==> config.mk <==
export PLATFORM = sky130hd
export DESIGN_NAME = flash_cmd_decoder
export DESIGN_NICKNAME = d
export VERILOG_FILES = /design/src/rtl/flash_cmd_pkg.sv /design/src/rtl/wr_strobe_sync.sv /design/src/rtl/cmd_seq.sv /design/src/rtl/mode_track.sv /design/src/rtl/flash_cmd_decoder.sv
export SDC_FILE = /design/constraint.sdc
export NUM_CORES = 1
export LEC_CHECK = 0
export ABC_AREA = 1
export ABC_CLOCK_PERIOD_IN_PS = 3550
export BUFFER_PORTS_ARGS = -buffer_cell sky130_fd_sc_hd__clkbuf_2
export CORE_MARGIN = 2
export CORE_UTILIZATION = 45
export DETAILED_ROUTE_END_ITERATION = 8
export GPL_TIMING_DRIVEN = 0
export PLACE_DENSITY_LB_ADDON = 0.25
export SLEW_MARGIN = 10
export SYNTH_ARGS = -nofsm -noshare
export SYNTH_HDL_FRONTEND = slang
export SYNTH_SLANG_ARGS = --single-unit
==> constraint.sdc <==
create_clock -name clk -period 3.55 [get_ports clk]
set_input_delay 0.71 -clock clk [delete_from_list [all_inputs] [get_ports clk]]
set_output_delay 0.71 -clock clk [all_outputs]
set_load 0.02 [all_outputs]
==> src/rtl/flash_cmd_pkg.sv <==
package flash_cmd_pkg;

    localparam int ADDR_W  = 21;
    localparam int DATA_W  = 16;
    localparam int UNLK_W  = 11;

    localparam logic [7:0] CMD_UNLOCK_A = 8'hAA;
    localparam logic [7:0] CMD_UNLOCK_B = 8'h55;
    localparam logic [7:0] CMD_PROGRAM  = 8'hA0;
    localparam logic [7:0] CMD_ERASE    = 8'h80;
    localparam logic [7:0] CMD_CHIP     = 8'h10;
    localparam logic [7:0] CMD_SECTOR   = 8'h30;
    localparam logic [7:0] CMD_SUSPEND  = 8'hB0;
    localparam logic [7:0] CMD_RESET    = 8'hF0;

    localparam logic [UNLK_W-1:0] ADR_FIRST  = 11'h555;
    localparam logic [UNLK_W-1:0] ADR_SECOND = 11'h2AA;

    typedef enum logic [2:0] {
        OP_NONE    = 3'd0,
        OP_PROGRAM = 3'd1,
        OP_CHIP    = 3'd2,
        OP_SECTOR  = 3'd3,
        OP_SUSPEND = 3'd4,
        OP_RESUME  = 3'd5,
        OP_RESET   = 3'd6
    } op_kind_e;

    typedef enum logic [2:0] {
        SQ_IDLE,
        SQ_KEY1,
        SQ_CMD,
        SQ_PDATA,
        SQ_EKEY0,
        SQ_EKEY1,
        SQ_ECMD
    } seq_e;

    typedef enum logic [2:0] {
        MD_IDLE,
        MD_PROG,
        MD_CHIP,
        MD_SECTOR,
        MD_SUSP
    } mode_e;

    typedef enum logic [1:0] {
        RD_ARRAY  = 2'd0,
        RD_STATUS = 2'd1,
        RD_SUSP   = 2'd2
    } rd_mode_e;

    typedef struct packed {
        logic [UNLK_W-1:0] adr;
        logic [7:0]        cmd;
    } bus_wr_t;

    function automatic logic hit(bus_wr_t w, logic [UNLK_W-1:0] a, logic [7:0] c);
        return (w.adr == a) && (w.cmd == c);
    endfunction

    function automatic rd_mode_e mode_to_rd(mode_e m);
        case (m)
            MD_IDLE: return RD_ARRAY;
            MD_SUSP: return RD_SUSP;
            default: return RD_STATUS;
        endcase
    endfunction

endpackage

==> src/rtl/wr_strobe_sync.sv <==
module wr_strobe_sync #(
    parameter int STAGES = 2
) (
    input  logic clk,
    input  logic rst,
    input  logic strobe_n,
    output logic wr_pulse
);
    logic [STAGES-1:0] chain_q;
    logic              last_q;

    generate
        for (genvar i = 0; i < STAGES; i++) begin : g_stage
            always_ff @(posedge clk) begin
                if (rst) chain_q[i] <= 1'b1;
                else if (i == 0) chain_q[i] <= strobe_n;
                else chain_q[i] <= chain_q[(i == 0) ? 0 : i-1];
            end
        end
    endgenerate

    always_ff @(posedge clk) begin
        if (rst) last_q <= 1'b1;
        else     last_q <= chain_q[STAGES-1];
    end

    assign wr_pulse = chain_q[STAGES-1] & ~last_q;

    a_r12_pulse_single: assert property (@(posedge clk) disable iff (rst)
        wr_pulse |=> !wr_pulse);

endmodule

==> src/rtl/cmd_seq.sv <==
module cmd_seq
    import flash_cmd_pkg::*;
(
    input  logic     clk,
    input  logic     rst,
    input  logic     wr,
    input  bus_wr_t  bw,
    output logic     req_valid,
    output op_kind_e req_kind
);
    seq_e state_q, state_d;

    always_comb begin
        state_d   = state_q;
        req_valid = 1'b0;
        req_kind  = OP_NONE;
        if (wr) begin
            state_d = SQ_IDLE;
            if (state_q != SQ_PDATA && bw.cmd == CMD_RESET) begin
                req_valid = 1'b1;
                req_kind  = OP_RESET;
            end else begin
                case (state_q)
                    SQ_IDLE: begin
                        if (hit(bw, ADR_FIRST, CMD_UNLOCK_A)) state_d = SQ_KEY1;
                        else if (bw.cmd == CMD_SUSPEND) begin
                            req_valid = 1'b1;
                            req_kind  = OP_SUSPEND;
                        end else if (bw.cmd == CMD_SECTOR) begin
                            req_valid = 1'b1;
                            req_kind  = OP_RESUME;
                        end
                    end
                    SQ_KEY1:
                        if (hit(bw, ADR_SECOND, CMD_UNLOCK_B)) state_d = SQ_CMD;
                    SQ_CMD:
                        if (hit(bw, ADR_FIRST, CMD_PROGRAM))    state_d = SQ_PDATA;
                        else if (hit(bw, ADR_FIRST, CMD_ERASE)) state_d = SQ_EKEY0;
                    SQ_PDATA: begin
                        req_valid = 1'b1;
                        req_kind  = OP_PROGRAM;
                    end
                    SQ_EKEY0:
                        if (hit(bw, ADR_FIRST, CMD_UNLOCK_A)) state_d = SQ_EKEY1;
                    SQ_EKEY1:
                        if (hit(bw, ADR_SECOND, CMD_UNLOCK_B)) state_d = SQ_ECMD;
                    SQ_ECMD:
                        if (hit(bw, ADR_FIRST, CMD_CHIP)) begin
                            req_valid = 1'b1;
                            req_kind  = OP_CHIP;
                        end else if (bw.cmd == CMD_SECTOR) begin
                            req_valid = 1'b1;
                            req_kind  = OP_SECTOR;
                        end
                    default: state_d = SQ_IDLE;
                endcase
            end
        end
    end

    always_ff @(posedge clk) begin
        if (rst) state_q <= SQ_IDLE;
        else     state_q <= state_d;
    end

    // a bad second unlock write always lands back in idle
    a_r5_bad_key_idle: assert property (@(posedge clk) disable iff (rst)
        (wr && state_q == SQ_KEY1 && !(bw.adr == ADR_SECOND && bw.cmd == CMD_UNLOCK_B))
        |=> state_q == SQ_IDLE);

    // reset outside the data cycle clears the sequence
    a_r10_reset_clears: assert property (@(posedge clk) disable iff (rst)
        (wr && state_q != SQ_PDATA && bw.cmd == CMD_RESET) |=> state_q == SQ_IDLE);

endmodule

==> src/rtl/mode_track.sv <==
module mode_track
    import flash_cmd_pkg::*;
#(
    parameter int AW = ADDR_W,
    parameter int DW = DATA_W
) (
    input  logic          clk,
    input  logic          rst,
    input  logic          req_valid,
    input  op_kind_e      req_kind,
    input  logic [AW-1:0] addr,
    input  logic [DW-1:0] data,
    input  logic          op_done,
    output logic          op_valid,
    output op_kind_e      op_kind,
    output logic [AW-1:0] op_addr,
    output logic [DW-1:0] op_data,
    output rd_mode_e      rd_mode
);
    mode_e mode_q, mode_d;
    logic  accept;
    logic  running;

    assign running = (mode_q == MD_PROG) || (mode_q == MD_CHIP) || (mode_q == MD_SECTOR);

    always_comb begin
        mode_d = mode_q;
        accept = 1'b0;
        if (running && op_done) begin
            mode_d = MD_IDLE;
        end else if (req_valid) begin
            case (req_kind)
                OP_PROGRAM: if (mode_q == MD_IDLE)   begin accept = 1'b1; mode_d = MD_PROG;   end
                OP_CHIP:    if (mode_q == MD_IDLE)   begin accept = 1'b1; mode_d = MD_CHIP;   end
                OP_SECTOR:  if (mode_q == MD_IDLE)   begin accept = 1'b1; mode_d = MD_SECTOR; end
                OP_SUSPEND: if (mode_q == MD_SECTOR) begin accept = 1'b1; mode_d = MD_SUSP;   end
                OP_RESUME:  if (mode_q == MD_SUSP)   begin accept = 1'b1; mode_d = MD_SECTOR; end
                OP_RESET:   accept = 1'b1;
                default:    accept = 1'b0;
            endcase
        end
    end

    always_ff @(posedge clk) begin
        if (rst) begin
            mode_q   <= MD_IDLE;
            op_valid <= 1'b0;
            op_kind  <= OP_NONE;
            op_addr  <= '0;
            op_data  <= '0;
        end else begin
            mode_q   <= mode_d;
            op_valid <= accept;
            if (accept) begin
                op_kind <= req_kind;
                op_addr <= addr;
                op_data <= data;
            end
        end
    end

    assign rd_mode = mode_to_rd(mode_q);

    a_r2_prog_from_idle: assert property (@(posedge clk) disable iff (rst)
        (op_valid && op_kind == OP_PROGRAM) |-> ($past(mode_q) == MD_IDLE && mode_q == MD_PROG));

    a_r7_susp_from_sector: assert property (@(posedge clk) disable iff (rst)
        (op_valid && op_kind == OP_SUSPEND) |-> ($past(mode_q) == MD_SECTOR && rd_mode == RD_SUSP));

    a_r8_resume_from_susp: assert property (@(posedge clk) disable iff (rst)
        (op_valid && op_kind == OP_RESUME) |-> $past(mode_q) == MD_SUSP);

    a_r9_done_to_idle: assert property (@(posedge clk) disable iff (rst)
        (running && op_done) |=> rd_mode == RD_ARRAY);

    a_r9_susp_holds: assert property (@(posedge clk) disable iff (rst)
        (mode_q == MD_SUSP && !req_valid) |=> mode_q == MD_SUSP);

endmodule

==> src/rtl/flash_cmd_decoder.sv <==
module flash_cmd_decoder
    import flash_cmd_pkg::*;
(
    input  logic              clk,
    input  logic              rst,
    input  logic              we_n,
    input  logic [ADDR_W-1:0] addr,
    input  logic [DATA_W-1:0] data,
    input  logic              op_done,
    output logic              op_valid,
    output logic [2:0]        op_kind,
    output logic [ADDR_W-1:0] op_addr,
    output logic [DATA_W-1:0] op_data,
    output logic [1:0]        rd_mode
);
    localparam int SYNC_STAGES = 2;

    logic     wr;
    bus_wr_t  bw;
    logic     req_valid;
    op_kind_e req_kind;
    op_kind_e kind_q;
    rd_mode_e rd_q;

    assign bw.adr = addr[UNLK_W-1:0];
    assign bw.cmd = data[7:0];

    wr_strobe_sync #(.STAGES(SYNC_STAGES)) u_sync (
        .clk      (clk),
        .rst      (rst),
        .strobe_n (we_n),
        .wr_pulse (wr)
    );

    cmd_seq u_seq (
        .clk       (clk),
        .rst       (rst),
        .wr        (wr),
        .bw        (bw),
        .req_valid (req_valid),
        .req_kind  (req_kind)
    );

    mode_track #(.AW(ADDR_W), .DW(DATA_W)) u_mode (
        .clk       (clk),
        .rst       (rst),
        .req_valid (req_valid),
        .req_kind  (req_kind),
        .addr      (addr),
        .data      (data),
        .op_done   (op_done),
        .op_valid  (op_valid),
        .op_kind   (kind_q),
        .op_addr   (op_addr),
        .op_data   (op_data),
        .rd_mode   (rd_q)
    );

    assign op_kind = kind_q;
    assign rd_mode = rd_q;

    a_r12_one_cycle: assert property (@(posedge clk) disable iff (rst)
        op_valid |=> !op_valid);

    a_r12_needs_write: assert property (@(posedge clk) disable iff (rst)
        op_valid |-> $past(wr));

endmodule

Word level (Yosys, flattened, before mapping)
Index checks and enable logic that the tools add are counted.
- output and inout port bits: 43
- bits in registers: 50
- word-level logic and storage cells: 94
- bits of input ports: 41
- reductions and logical operators: 15
- muxes and demuxes: 36
- equality and inequality tests: 32
- bitwise operators: 2
- operators by type and width (cell ; number):
    two-way mux 3 bit ; 16
    equality test 8 bit, second input constant ; 5
    one-hot mux 3 bit (5 select lines) ; 2
    equality test 3 bit, second input constant ; 7
    equality test 3 x 2 -> 1 bit, second input constant ; 6
    two-way mux 1 bit ; 12
    equality test 11 x 10 -> 1 bit, second input constant ; 1
    equality test 11 bit, second input constant ; 1
    != test 2 x 1 -> 1 bit, second input constant ; 5
    equality test 3 x 1 -> 1 bit, second input constant ; 3
    one-hot mux 3 bit (3 select lines) ; 1
    equality test 8 x 5 -> 1 bit, second input constant ; 1
    equality test 8 x 6 -> 1 bit, second input constant ; 1
    equality test 8 x 7 -> 1 bit, second input constant ; 1
    logical AND 1 bit ; 7
    AND reduction 7 bit ; 1
    zero test 3 bit ; 2
    nonzero test 5 bit ; 1
    two-way mux 2 bit ; 2
    one-hot mux 1 bit (4 select lines) ; 1
    one-hot mux 2 bit (2 select lines) ; 1
    != test 3 x 2 -> 1 bit, second input constant ; 1
    one-hot mux 1 bit (3 select lines) ; 1
    OR reduction 3 bit ; 1
    other kinds (4) ; 5

Depth between registers and ports, before layout
Gate-level depths: netlist of the first run.
- depth in word-level cells: 12
- depth in mapped cells: 16
- depth with buffers taken out: 16

Cells and area by module
From an unflattened synthesis of the first run, not the netlist that was laid out.
- cell total of the unflattened synthesis: 436
- area, all modules: 2742.6 µm²
- modules (own cells, without submodules) (module ; cells an instance ; sequential area each (µm²) ; times used ; area an instance (µm²)):
    mode_track ; 323 ; 880.8 ; 1 ; 2112.0
    cmd_seq ; 102 ; 60.1 ; 1 ; 538.0
    wr_strobe_sync ; 11 ; 60.1 ; 1 ; 92.6

Worst setup path before layout of the first run
Ideal clock, no wire load.
- kind: in2reg
- start point: in data[1]
- end point: reg u_mode.op_addr[0]
- data required time: 3.418 ns
- arrival time: 2.140 ns
- cell stages on the path: 15
- setup slack: 1.278 ns
- path through: nor2_1 nand2_1 inv_2 nand3_2 nand2_2 nand2_1 inv_2 nand3_2 nor2_2 nand2_1 nand3_2 nand2_2 buf_4 nand2_1 a21oi_1
- longest elaborated chain between the ends: 12
- elaborated cells on any way between the ends: 33
- classes of those cells: eq/ne (11); mux (18); reduce/logical (4)
- RTL lines (item ; line ; RTL):
    start, declared ; flash_cmd_decoder.sv:8 ; input logic [DATA_W-1:0] data,
    equality test 8 x 6 -> 1 bit ; cmd_seq.sv:29, cmd_seq.sv:51 ;
    two-way mux 3 bit ; cmd_seq.sv:29 ; end else if (bw.cmd == CMD_SECTOR) begin
    two-way mux 3 bit ; cmd_seq.sv:26 ; else if (bw.cmd == CMD_SUSPEND) begin
    two-way mux 3 bit ; cmd_seq.sv:25 ; if (hit(bw, ADR_FIRST, CMD_UNLOCK_A)) state_d = SQ_KEY1;
    one-hot mux 3 bit (3 select lines) ; cmd_seq.sv:23 ; case (state_q)
    two-way mux 3 bit ; cmd_seq.sv:19 ; if (state_q != SQ_PDATA && bw.cmd == CMD_RESET) begin
    two-way mux 3 bit ; cmd_seq.sv:17 ; if (wr) begin
    equality test 3 x 1 -> 1 bit / equality test 3 x 2 -> 1 bit (equally long branches) ; mode_track.sv:32 ; case (req_kind)
    OR reduction 3 bit (no line) ; - ;
    one-hot mux 1 bit (4 select lines) ; mode_track.sv:32 ;
    two-way mux 1 bit * ; mode_track.sv:31 ; end else if (req_valid) begin
    two-way mux 1 bit * ; mode_track.sv:29 ; if (running && op_done) begin
    end signal, assigned ; mode_track.sv:56 ; op_addr <= addr;
    end, declared ; mode_track.sv:16 ; output logic [AW-1:0] op_addr,
Mark *: on every way between the ends. The rest lies on a longest branch, timed or not.
A chain may end at the register's enable or synchronous reset.

Worst setup path in the final report of the first run
- start point: in data[0]
- end point: reg u_mode.op_data[5]
- longest elaborated chain between the ends: 12
- elaborated cells on any way between the ends: 33
- classes of those cells: eq/ne (11); mux (18); reduce/logical (4)
- RTL lines (item ; line ; RTL):
    equality test 8 x 6 -> 1 bit ; cmd_seq.sv:29, cmd_seq.sv:51 ;
    two-way mux 3 bit ; cmd_seq.sv:29 ;
    two-way mux 3 bit ; cmd_seq.sv:26 ;
    two-way mux 3 bit ; cmd_seq.sv:25 ;
    one-hot mux 3 bit (3 select lines) ; cmd_seq.sv:23 ;
    two-way mux 3 bit ; cmd_seq.sv:19 ;
    two-way mux 3 bit ; cmd_seq.sv:17 ;
    equality test 3 x 1 -> 1 bit / equality test 3 x 2 -> 1 bit (equally long branches) ; mode_track.sv:32 ;
    OR reduction 3 bit (no line) ; - ;
    one-hot mux 1 bit (4 select lines) ; mode_track.sv:32 ;
    two-way mux 1 bit * ; mode_track.sv:31 ;
    two-way mux 1 bit * ; mode_track.sv:29 ;
    end signal, assigned ; mode_track.sv:57 ; op_data <= data;
    end, declared ; mode_track.sv:17 ; output logic [DW-1:0] op_data,
Marked as above.

==> results of run 1 <==
## registers in the layout (all words and copies together) (netlist names)
signal,cells
u_mode.mode_q,3
u_mode.op_addr,21
u_mode.op_data,16
u_mode.op_kind,3
u_mode.op_valid,1
u_seq.state_q,3
u_sync.chain_q,2
u_sync.last_q,1
## cell families after synthesis
family	share of synthesized area
buf+inv	0.0771
compound gates	0.102
flops	0.428
simple gates	0.393
## cells in the final DEF (no fill, tap or decap), types with 2 or more instances in the layout
cell | synthesis | routed
inv_1 | 20 | 20
o21ai_0 | 2 | 2
nand3_1 | 57 | 57
nor2_1 | 38 | 38
clkbuf_2 | 0 | 83
clkbuf_8 | 0 | 6
nand4_1 | 12 | 12
nor3_1 | 4 | 4
nand2_2 | 2 | 2
a21oi_1 | 44 | 44
or2_2 | 2 | 2
nand2_1 | 79 | 79
nand3_2 | 3 | 3
buf_4 | 8 | 8
clkbuf_1 | 9 | 9
nor2_2 | 2 | 2
inv_2 | 3 | 3
dfxtp_1 | 50 | 50
nor4_1 | 2 | 2
## layout make-up
type                            count  area, um^2
Buffer                             17        93.8
Clock buffer                        6        82.6
Clock inverter                      2        38.8
Fill cell                         487        2080
Inverter                           23        86.3
Multi-Input combinational cell    250        1150
Sequential cell                    50        1000
Tap cell                           70        87.6
Timing Repair Buffer               83         415
## power groups by stage
stage	Combinational (uW)	Clock [uW]	Sequential [uW]
CTS	56.9	435	562
global placement	55.8	0	576
global route	64.3	456	563
floorplan	21.7	0	576
detailed placement	56.4	0	575
finish	56.9	426	562
## worst register-to-register path: stages (launching register included)
cell and delay [ps]:
dfxtp_1 350, inv_1 110, nand2_1 100, nor2_1 210
nand3_1 140, nand2_2 120, nand2_1 80, inv_2 160
nand3_2 110, nor2_2 110, nand2_1 70, nand3_2 160
nand2_2 100, buf_4 190, nand2_1 70, a21oi_1 60
## worst paths after layout
check / start / endpoint / slack, ps / depth (start not counted)
setup / recovery: data[0] / u_mode.op_data[5] / 1150 / 16
hold / removal: u_sync.chain_q[0] / u_sync.chain_q[1] / 420 / 1
setup reg to reg: u_seq.state_q[2] / u_mode.op_data[5] / 1290 / 15
hold reg to reg: u_sync.chain_q[0] / u_sync.chain_q[1] / 420 / 1
## layer usage
metal	GRT usage	routed length, um	vias up
met5	0	0	-
met1	0.255	2700	1141
met3	0.0521	319	4
met2	0.365	2820	70
met4	0.0491	49	0
li1	-	-	1311
## per-stage QoR
| stage | std cells | hold WS, ps |
|---|---|---|
| finish | 501 | 416 |
| floorplan | 340 | 389 |
| CTS | 501 | 418 |
| global placement | 493 | 410 |
| global route | 501 | 464 |
| detailed placement | 493 | 394 |
==> results.ini, run 1 <==
[floorplanning]
die-area_um2=5780
cell_rows=26
initial_util=0.463
coreArea_um2=5040
io-pin-count=84
fp.dieH_um=76.1
floorplan.die.width_um=76.1

[yosys]
synth-seq-area-share=0.428
netlist_instances=340
avgSynthCellArea_um2=6.87
netlist_top_cells_count=nand2_1 (79), nand3_1 (57), dfxtp_1 (50), a21oi_1 (44), nor2_1 (38)
yosys-top-cells-area=dfxtp_1 (43%), nand2_1 (13%), nand3_1 (12%), a21oi_1 (9.4%), nor2_1 (6.1%)
synthFlopType=dfxtp_1
asyncSetResetFlopFracSynth=0
synth_top_area_frac=0.428
synth_warn=0
mappedNetlistArea_um2=2340
synth_most_common_cell=nand2_1
yosysUniqueCellTypes=20
yosys.area.top_type=dfxtp_1
synth_seq_cells=50
synth_edf_count=0
postSynthNetCount=381

[route]
routed-via-count=2526
wl_per_cell_um=11.8
postRouteWirelength_um=5890
drt_via_density=5.04
ant_nets=0
initialDrtViolationCount=168
detail_route.drc_violations=0
dr.pass1.iters=4

[power]
combinational_share_of_power=0.054
cellPowerDensity_nw_per_um2=353
sequentialPowerShare=0.538
clockPowerShare=0.407
netSwitchingPower_uw=228
power.ir.vdd_worst_mv=0.223
total_leakage_power_uw=0.00128
total_power_uw=1050
cell_internal_pwr_uw=817
p_sw_frac=0.218

[sta]
worst_max_slew_margin_expressed_relative_to_the_limit=0.611
finalClockSkew_ps=9.82
final.setup.tns_ps=0
slew_viol_final=0
hold_viol_final=0
rsz_0062_raised_after_global_routing=false
finalSetupViolCount=0
period_share=0.676
post-route-min-period_ps=2400
worstMarginPinSlew_ps=581
timing.final.ws_setup_ps=1150
fmax_mhz=417

[layout]
count_of_nets_after_finishing=471
antenna_cells_inserted=0
finalCoreUtilization=0.587
drive_above_1_share=0.260
final_area_um2=2960
area_growth_syn_to_layout_pct=26.7

[global_route]
global_route.overflow_total=0
global_route.usage.total=0.207
grt_start_max_net_pins=17
antenna_found_initial=0
grt_first_pass_wirelength_um=10100
grt_pass1_vias=2349

[critical_path]
cell_family_with_the_largest_share_of_critical_path_delay=simple AND/OR/NAND/NOR gates
critical-path-slowest-cell=buf_4
endpoint_kind=flip-flop
arrival_ps=2570
worst_ep_required_time_ps=3720
critPathMaxFanout=10
path_common_cell=nand2_1
critical_path.cell_chain=clkbuf_2, nor2_1, nand2_1, inv_2, nand3_2, nand2_2, nand2_1, inv_2, nand3_2, nor2_2, nand2_1, nand3_2, nand2_2, buf_4, nand2_1, a21oi_1
cpPeakStageDelay_ps=190
setup.worst_path.class=input port to flip-flop
critical_path.startpoint_type=input port
worstPathBufferInverterCount=4

[cts]
insertion_delay_ps=300
worst_setup_hold_path_clk_slew_ps=90
clock_tree.htree_level_count=2
cts-hold-fix-buffers=0
cts_tree=done
cts-buffers-inserted=5
cell_at_the_root_of_the_clock_tree=clkbuf_8
cts_resized=0
cts.path.max_buffers=2
clock_sinks=50
post_cts.repair.setup_buffers=0

[placement]
placedInstanceArea_um2=2840
placement.setup.worst_slack_ps=839
routabilityCongestion=0.906
placement.io_buffers=83
hpwl_um=4470

[hold_path]
hold_class=flip-flop to flip-flop

[outcome]
outcome=finished clean

[flow_run]
maxCapViolCount=0

No activity file was read; power rests on OpenSTA's default activity.
==> run 2, diff against run 1 <==
--- a/config.mk
+++ b/config.mk
@@ -6,7 +6,7 @@
 export NUM_CORES = 1
 export LEC_CHECK = 0
 export ABC_AREA = 1
-export ABC_CLOCK_PERIOD_IN_PS = 3550
+export ABC_CLOCK_PERIOD_IN_PS = 2400
 export BUFFER_PORTS_ARGS = -buffer_cell sky130_fd_sc_hd__clkbuf_2
 export CORE_MARGIN = 2
 export CORE_UTILIZATION = 45
==> constraint.sdc (replaced) <==
create_clock -name clk -period 2.4 [get_ports clk]
set_input_delay 0.48 -clock clk [delete_from_list [all_inputs] [get_ports clk]]
set_output_delay 0.48 -clock clk [all_outputs]
set_load 0.02 [all_outputs]
==> run 2 against run 1 <==
- hold slack got worse by 50 ps
- non-clock buffer count did not move
- setup slack got worse by 930 ps
- register-to-register slack worse by 1100 ps
- die area unchanged
- clock skew decreased by 0.94 ps
- critical path depth fell by 1
==> results.ini, run 2 (synthesis gave the netlist of run 1 again) <==
[outcome]
outcome=finished clean  ; unchanged

[layout]
multi_input_comb_area_um2=1160  ; was 1150 um^2
final_cell_mix=clkbuf_2 (87), nand2_1 (79), nand3_1 (57), dfxtp_1 (50), a21oi_1 (44)  ; was clkbuf_2 (83), nand2_1 (79), nand3_1 (57), dfxtp_1 (50), a21oi_1 (44)
final_area_um2=2970  ; was 2960 um^2
drive_above_1_share=0.271  ; was 0.260
area_growth_syn_to_layout_pct=27.0  ; was 26.7%
max_flop_register=u_mode.op_addr  ; unchanged
antenna_cells_inserted=0  ; unchanged
fillers=482  ; was 487
largest_register_ff_count=21  ; unchanged
layout.cells.most_common=clkbuf_2  ; unchanged
count_of_nets_after_finishing=471  ; unchanged
seqCellArea_um2=1000  ; unchanged
layout_top_registers=u_mode.op_addr x21, u_mode.op_data x16  ; unchanged

[sta]
finalClockSkew_ps=8.88  ; was 9.82 ps
fmax_mhz=458
worstMarginPinSlew_ps=579  ; was 581 ps
hold_viol_final=0  ; unchanged
worst_max_slew_margin_expressed_relative_to_the_limit=0.613  ; was 0.611
slew_viol_final=0  ; unchanged
post-route-min-period_ps=2180
rsz_0062_raised_after_global_routing=false  ; unchanged
finalSetupViolCount=0  ; unchanged
final.setup.tns_ps=0  ; unchanged
period_share=0.909

[critical_path]
critical_path.reg2reg.endpoint=u_mode.op_data[5]  ; unchanged
setup.worst_path.class=flip-flop to flip-flop  ; was input port to flip-flop
r2r_start=u_seq.state_q[2]  ; unchanged
critical_path.startpoint_type=flip-flop  ; was input port
worst_r2r_path_depth=15  ; unchanged
arrival_ps=2360  ; was 2570 ps
critPathMaxFanout=10  ; unchanged
worst_ep_required_time_ps=2570  ; was 3720 ps
ff2ff_setup_slack_ps=220  ; was 1290 ps
setup_crit_end=u_mode.op_data[5]  ; unchanged
endpoint_kind=flip-flop  ; unchanged
crit_path_start=u_seq.state_q[2]  ; was data[0]

[placement]
routabilityCongestion=0.906  ; unchanged
placedInstanceArea_um2=2840  ; unchanged
hpwl_um=4470  ; unchanged
placement.io_buffers=83  ; unchanged

[route]
dr.pass1.iters=4  ; unchanged
drt_via_density=5.06  ; was 5.04
routed-via-count=2534  ; was 2526
wl_per_cell_um=11.7  ; was 11.8 um
initialDrtViolationCount=138  ; was 168
ant_nets=0  ; unchanged
postRouteWirelength_um=5880  ; was 5890 um
detail_route.drc_violations=0  ; unchanged

[cts]
worst_setup_hold_path_clk_slew_ps=90  ; about the same
cts-buffers-inserted=5  ; unchanged
insertion_delay_ps=300  ; about the same
cell_at_the_root_of_the_clock_tree=clkbuf_8  ; unchanged
post_cts.repair.setup_buffers=0  ; unchanged
cts.path.max_buffers=2  ; unchanged
clock_tree.htree_level_count=2  ; unchanged
cts_tree=done  ; unchanged
clock_sinks=50  ; unchanged

[power]
netSwitchingPower_uw=338  ; was 228 uW
total_leakage_power_uw=0.00129  ; was 0.00128 uW
combinational_share_of_power=0.054  ; about the same
p_sw_frac=0.219  ; was 0.218
power.ir.vdd_worst_mv=0.334  ; was 0.223 mV
clockPowerShare=0.408  ; was 0.407
sequentialPowerShare=0.538  ; about the same
cellPowerDensity_nw_per_um2=521  ; was 353 nW/um^2
cell_internal_pwr_uw=1210  ; was 817 uW

[global_route]
m1_gr_usage=0.255  ; unchanged
grt_start_max_net_pins=17  ; unchanged
global_route.usage.total=0.207  ; unchanged
grt_util_met3=0.0521  ; unchanged
grt_busiest_layer=met2  ; unchanged
globalRouteMet2Util=0.365  ; unchanged
global_route.overflow_total=0  ; unchanged
grt_pass1_vias=2349  ; unchanged
grt_first_pass_wirelength_um=10100  ; unchanged
antenna_found_initial=0  ; unchanged

[hold_path]
number_of_cells_on_the_worst_hold_path=2  ; was 1
hold_class=input port to flip-flop  ; was flip-flop to flip-flop

[floorplanning]
die-area_um2=5780  ; unchanged
fp.dieH_um=76.1  ; unchanged
initial_util=0.463  ; unchanged
floorplan.die.width_um=76.1  ; unchanged
io-pin-count=84  ; unchanged
coreArea_um2=5040  ; unchanged
cell_rows=26  ; unchanged

[flow_run]
maxCapViolCount=0  ; unchanged

[run 2: changes by cell type in the layout (fill, tap and decap cells not counted)]
cell | before | now
nor2_1 | 38 | 37
clkbuf_2 | 83 | 87
clkbuf_1 | 9 | 5
nor2_2 | 2 | 3
[run 2: cell type report]
type | count | share of cell area
plain buffers | 17 | 0.0333
multi-input cells | 250 | 0.390
repair buffers | 83 | 0.140
flip-flops and latches | 50 | 0.337
well taps | 70 | 0.0295
clock inverters | 2 | 0.0131
inverters | 23 | 0.0291
clock buffers | 6 | 0.0278
[run 2: metrics by stage]
step	power [uW]	cells	hold WS [ps]	worst slack, ps	util
global placement	934	493	410	-51.5	0.563
CTS	1560	501	359	184	0.587
detailed placement	934	493	394	-81.1	0.563
global route	1600	501	375	11.0	0.589
floorplan	884	340	389	358	-
finish	1550	501	366	217	0.589
[run 2: timing repair]
action / CTS / global route
resized for setup: 0 / 9
hold buffers: 0 / 0
setup endpoints to repair: 0 / 37
[run 2: worst min-delay path by stage]
stage,slack [ps],end,start
6_report,370,u_sync.chain_q[0],we_n
5_1_grt,370,u_sync.chain_q[0],we_n
4_1_cts,360,u_sync.chain_q[0],we_n
3_5_place_dp,390,u_sync.chain_q[1],u_sync.chain_q[0]
3_3_place_gp,410,u_sync.chain_q[1],u_sync.chain_q[0]
2_1_floorplan,390,u_sync.chain_q[1],u_sync.chain_q[0]
[run 2: routing by layer]
metal	part of all wire	up-vias	wire length [um]
li1	-	1312	-
met1	0.46	1148	2700
met2	0.48	70	2790
met3	0.059	4	347
met4	0.0068	0	40
met5	0	-	0
[run 2: worst max-delay path, cell delays in order (launching register included)]
cell,delay (ps)
dfxtp_1,340
inv_1,110
nand2_1,110
nor2_2,160
nand3_1,120
nand2_2,110
nand2_1,80
inv_2,160
nand3_2,110
nor2_2,110
nand2_1,70
nand3_2,160
nand2_2,100
buf_4,190
nand2_1,60
a21oi_1,60
[run 2: power by group through the flow]
| stage | clock [uW] | combinational (uW) | sequential, uW |
|---|---|---|---|
| after floorplan | 0 | 32.2 | 851 |
| after global placement | 0 | 82.5 | 851 |
| after detailed placement | 0 | 83.4 | 851 |
| after CTS | 643 | 84.1 | 832 |
| after global routing | 674 | 95.1 | 832 |
| final | 631 | 84.0 | 832 |
==> run 3, diff against run 2 <==
--- a/config.mk
+++ b/config.mk
@@ -13,6 +13,7 @@
 export DETAILED_ROUTE_END_ITERATION = 8
 export GPL_TIMING_DRIVEN = 0
 export PLACE_DENSITY_LB_ADDON = 0.25
+export RECOVER_POWER = 50
 export SLEW_MARGIN = 10
 export SYNTH_ARGS = -nofsm -noshare
 export SYNTH_HDL_FRONTEND = slang
==> run 3 against run 2 <==
- clock skew barely moved
- fmax up 0.11%
- first-iteration DRC count up 19%
- combinational power barely moved
- clock power about the same
- sequential share of layout area up 0.62 points
- setup slack better by 2.4 ps
- non-clock buffer count did not move
- sequential power hardly changed
- critical path depth is the same
- largest cell class unchanged
- largest power group unchanged
==> results.ini, run 3 (synthesis gave the netlist of run 1 again) <==
[outcome]
outcome=finished clean  ; unchanged

[power]
total_leakage_power_uw=0.00114  ; was 0.00129 uW
netSwitchingPower_uw=342  ; was 338 uW
combinational_share_of_power=0.054  ; about the same
cellPowerDensity_nw_per_um2=532  ; was 521 nW/um^2
cell_internal_pwr_uw=1210  ; about the same
p_sw_frac=0.221  ; was 0.219
total_power_uw=1550  ; about the same
power.ir.vdd_worst_mv=0.334  ; about the same
sequentialPowerShare=0.537  ; was 0.538
clockPowerShare=0.409  ; was 0.408

[critical_path]
critical_path.cell_chain=inv_1, nand2_1, nor2_2, nand3_1, nand2_2, nand2_1, inv_2, nand3_2, nor2_2, nand2_1, nand3_2, nand2_2, buf_4, nand2_1, a21oi_1  ; unchanged
path_common_cell=nand2_1  ; unchanged
worst_r2r_path_depth=15  ; unchanged
endpoint_kind=flip-flop  ; unchanged
critical-path-slowest-cell=dfxtp_1  ; unchanged
setup.worst_path.class=flip-flop to flip-flop  ; unchanged
critPathMaxFanout=10  ; unchanged
worst_ep_required_time_ps=2570  ; about the same
cpPeakStageDelay_ps=350  ; was 340 ps
crit_path_start=u_seq.state_q[2]  ; unchanged
arrival_ps=2350  ; was 2360 ps
r2r_start=u_seq.state_q[2]  ; unchanged
critical_path.startpoint_type=flip-flop  ; unchanged

[cts]
cts-buffers-inserted=5  ; unchanged
clock_sinks=50  ; unchanged
worst_setup_hold_path_clk_slew_ps=90  ; about the same
post_cts.repair.setup_buffers=0  ; unchanged
clock_tree.htree_level_count=2  ; unchanged
insertion_delay_ps=310  ; was 300 ps
cts.path.max_buffers=2  ; unchanged
cts_tree=done  ; unchanged
cell_at_the_root_of_the_clock_tree=clkbuf_8  ; unchanged

[placement]
hpwl_um=4470  ; unchanged
placement.io_buffers=83  ; unchanged
placedInstanceArea_um2=2840  ; unchanged
routabilityCongestion=0.906  ; unchanged

[route]
postRouteWirelength_um=5930  ; was 5880 um
routed-via-count=2554  ; was 2534
wl_per_cell_um=11.8  ; was 11.7 um
ant_nets=0  ; unchanged
dr.pass1.iters=4  ; unchanged
detail_route.drc_violations=0  ; unchanged
drt_via_density=5.10  ; was 5.06
initialDrtViolationCount=164  ; was 138

[layout]
drive_above_1_share=0.172  ; was 0.271
final_area_um2=2910  ; was 2970 um^2
count_of_nets_after_finishing=471  ; unchanged
area_growth_syn_to_layout_pct=24.7  ; was 27.0%
max_flop_register=u_mode.op_addr  ; unchanged
antenna_cells_inserted=0  ; unchanged
final_cell_mix=nand2_1 (79), nand3_1 (57), dfxtp_1 (50), clkbuf_1 (48)  ; was clkbuf_2 (87), nand2_1 (79), nand3_1 (57), dfxtp_1 (50), a21oi_1 (44)
largest_register_ff_count=21  ; unchanged
layout.cells.most_common=nand2_1  ; was clkbuf_2
layout_top_registers=u_mode.op_addr x21, u_mode.op_data x16  ; unchanged

[sta]
fmax_mhz=459  ; was 458 MHz
rsz_0062_raised_after_global_routing=false  ; unchanged
hold_viol_final=0  ; unchanged
worst_max_slew_margin_expressed_relative_to_the_limit=0.608  ; was 0.613
finalSetupViolCount=0  ; unchanged
post-route-min-period_ps=2180  ; about the same
slew_viol_final=0  ; unchanged
worstMarginPinSlew_ps=586  ; was 579 ps
period_share=0.908  ; was 0.909
finalClockSkew_ps=9.31  ; was 8.88 ps

[hold_path]
hold_class=input port to flip-flop  ; unchanged
number_of_cells_on_the_worst_hold_path=2  ; unchanged
worst_hold_startpoint=we_n  ; unchanged

[global_route]
antenna_found_initial=0  ; unchanged
grt_first_pass_wirelength_um=10100  ; unchanged
global_route.usage.total=0.207  ; unchanged
grt_pass1_vias=2349  ; unchanged
global_route.overflow_total=0  ; unchanged
grt_start_max_net_pins=17  ; unchanged

[floorplanning]
cell_rows=26  ; unchanged
initial_util=0.463  ; unchanged
die-area_um2=5780  ; unchanged
fp.dieH_um=76.1  ; unchanged
coreArea_um2=5040  ; unchanged
floorplan.die.width_um=76.1  ; unchanged
io-pin-count=84  ; unchanged

[flow_run]
maxCapViolCount=0  ; unchanged

[run 3: cell counts in the layout (fill, tap and decap cells not counted)]
No cell type changed its count.
[run 3: routing by layer]
metal  wire length [um]  GRT usage  vias to the layer above
li1                   -          -                     1313
met1               2750      0.255                     1162
met2               2810      0.365                       73
met3                329     0.0521                        6
met4                 48     0.0491                        0
met5                  0          0                        -
[run 3: what timing repair did]
| action | CTS | global route |
|---|---|---|
| endpoints found under the setup margin | 0 | 37 |
| hold buffers | 0 | 0 |
| resized for setup | 0 | 9 |
[run 3: power groups by stage]
stage	logic (uW)	clock network, uW	registers (uW)
finish	84.1	634	832
CTS	84.1	643	832
detailed placement	83.4	0	851
floorplan	32.2	0	851
global placement	82.5	0	851
global route	94.8	674	832
[run 3: worst paths after layout]
check	slack, ps	endpoint
worst min-delay path	360	u_sync.chain_q[0]
worst max register to register	220	u_mode.op_data[5]
worst min register to register	420	u_sync.chain_q[1]
worst max-delay path	220	u_mode.op_data[5]
[run 3: layout make-up]
class,count,area (um^2)
Tap cell,70,87.6
Multi-Input combinational cell,250,1160
Sequential cell,50,1000
Buffer,17,98.8
Fill cell,502,2130
Clock buffer,6,82.6
Clock inverter,2,38.8
Timing Repair Buffer,83,362
Inverter,23,86.3
[run 3: worst max-delay path: cells and delay by family, from the launching register on]
kind,cells,cell delay (ps)
buf+inv,3,460
flops,1,350
compound gates,1,60
simple gates,11,1170
[run 3: metrics by stage]
stage	worst slack (ps)	util	std cells	setup TNS (ps)	hold WS, ps
floorplan	358	-	340	0	389
global placement	-51.5	0.563	493	-1700	410
detailed placement	-81.1	0.563	493	-2400	394
CTS	184	0.587	501	0	359
global route	11.0	0.578	501	0	375
finish	220	0.578	501	0	364
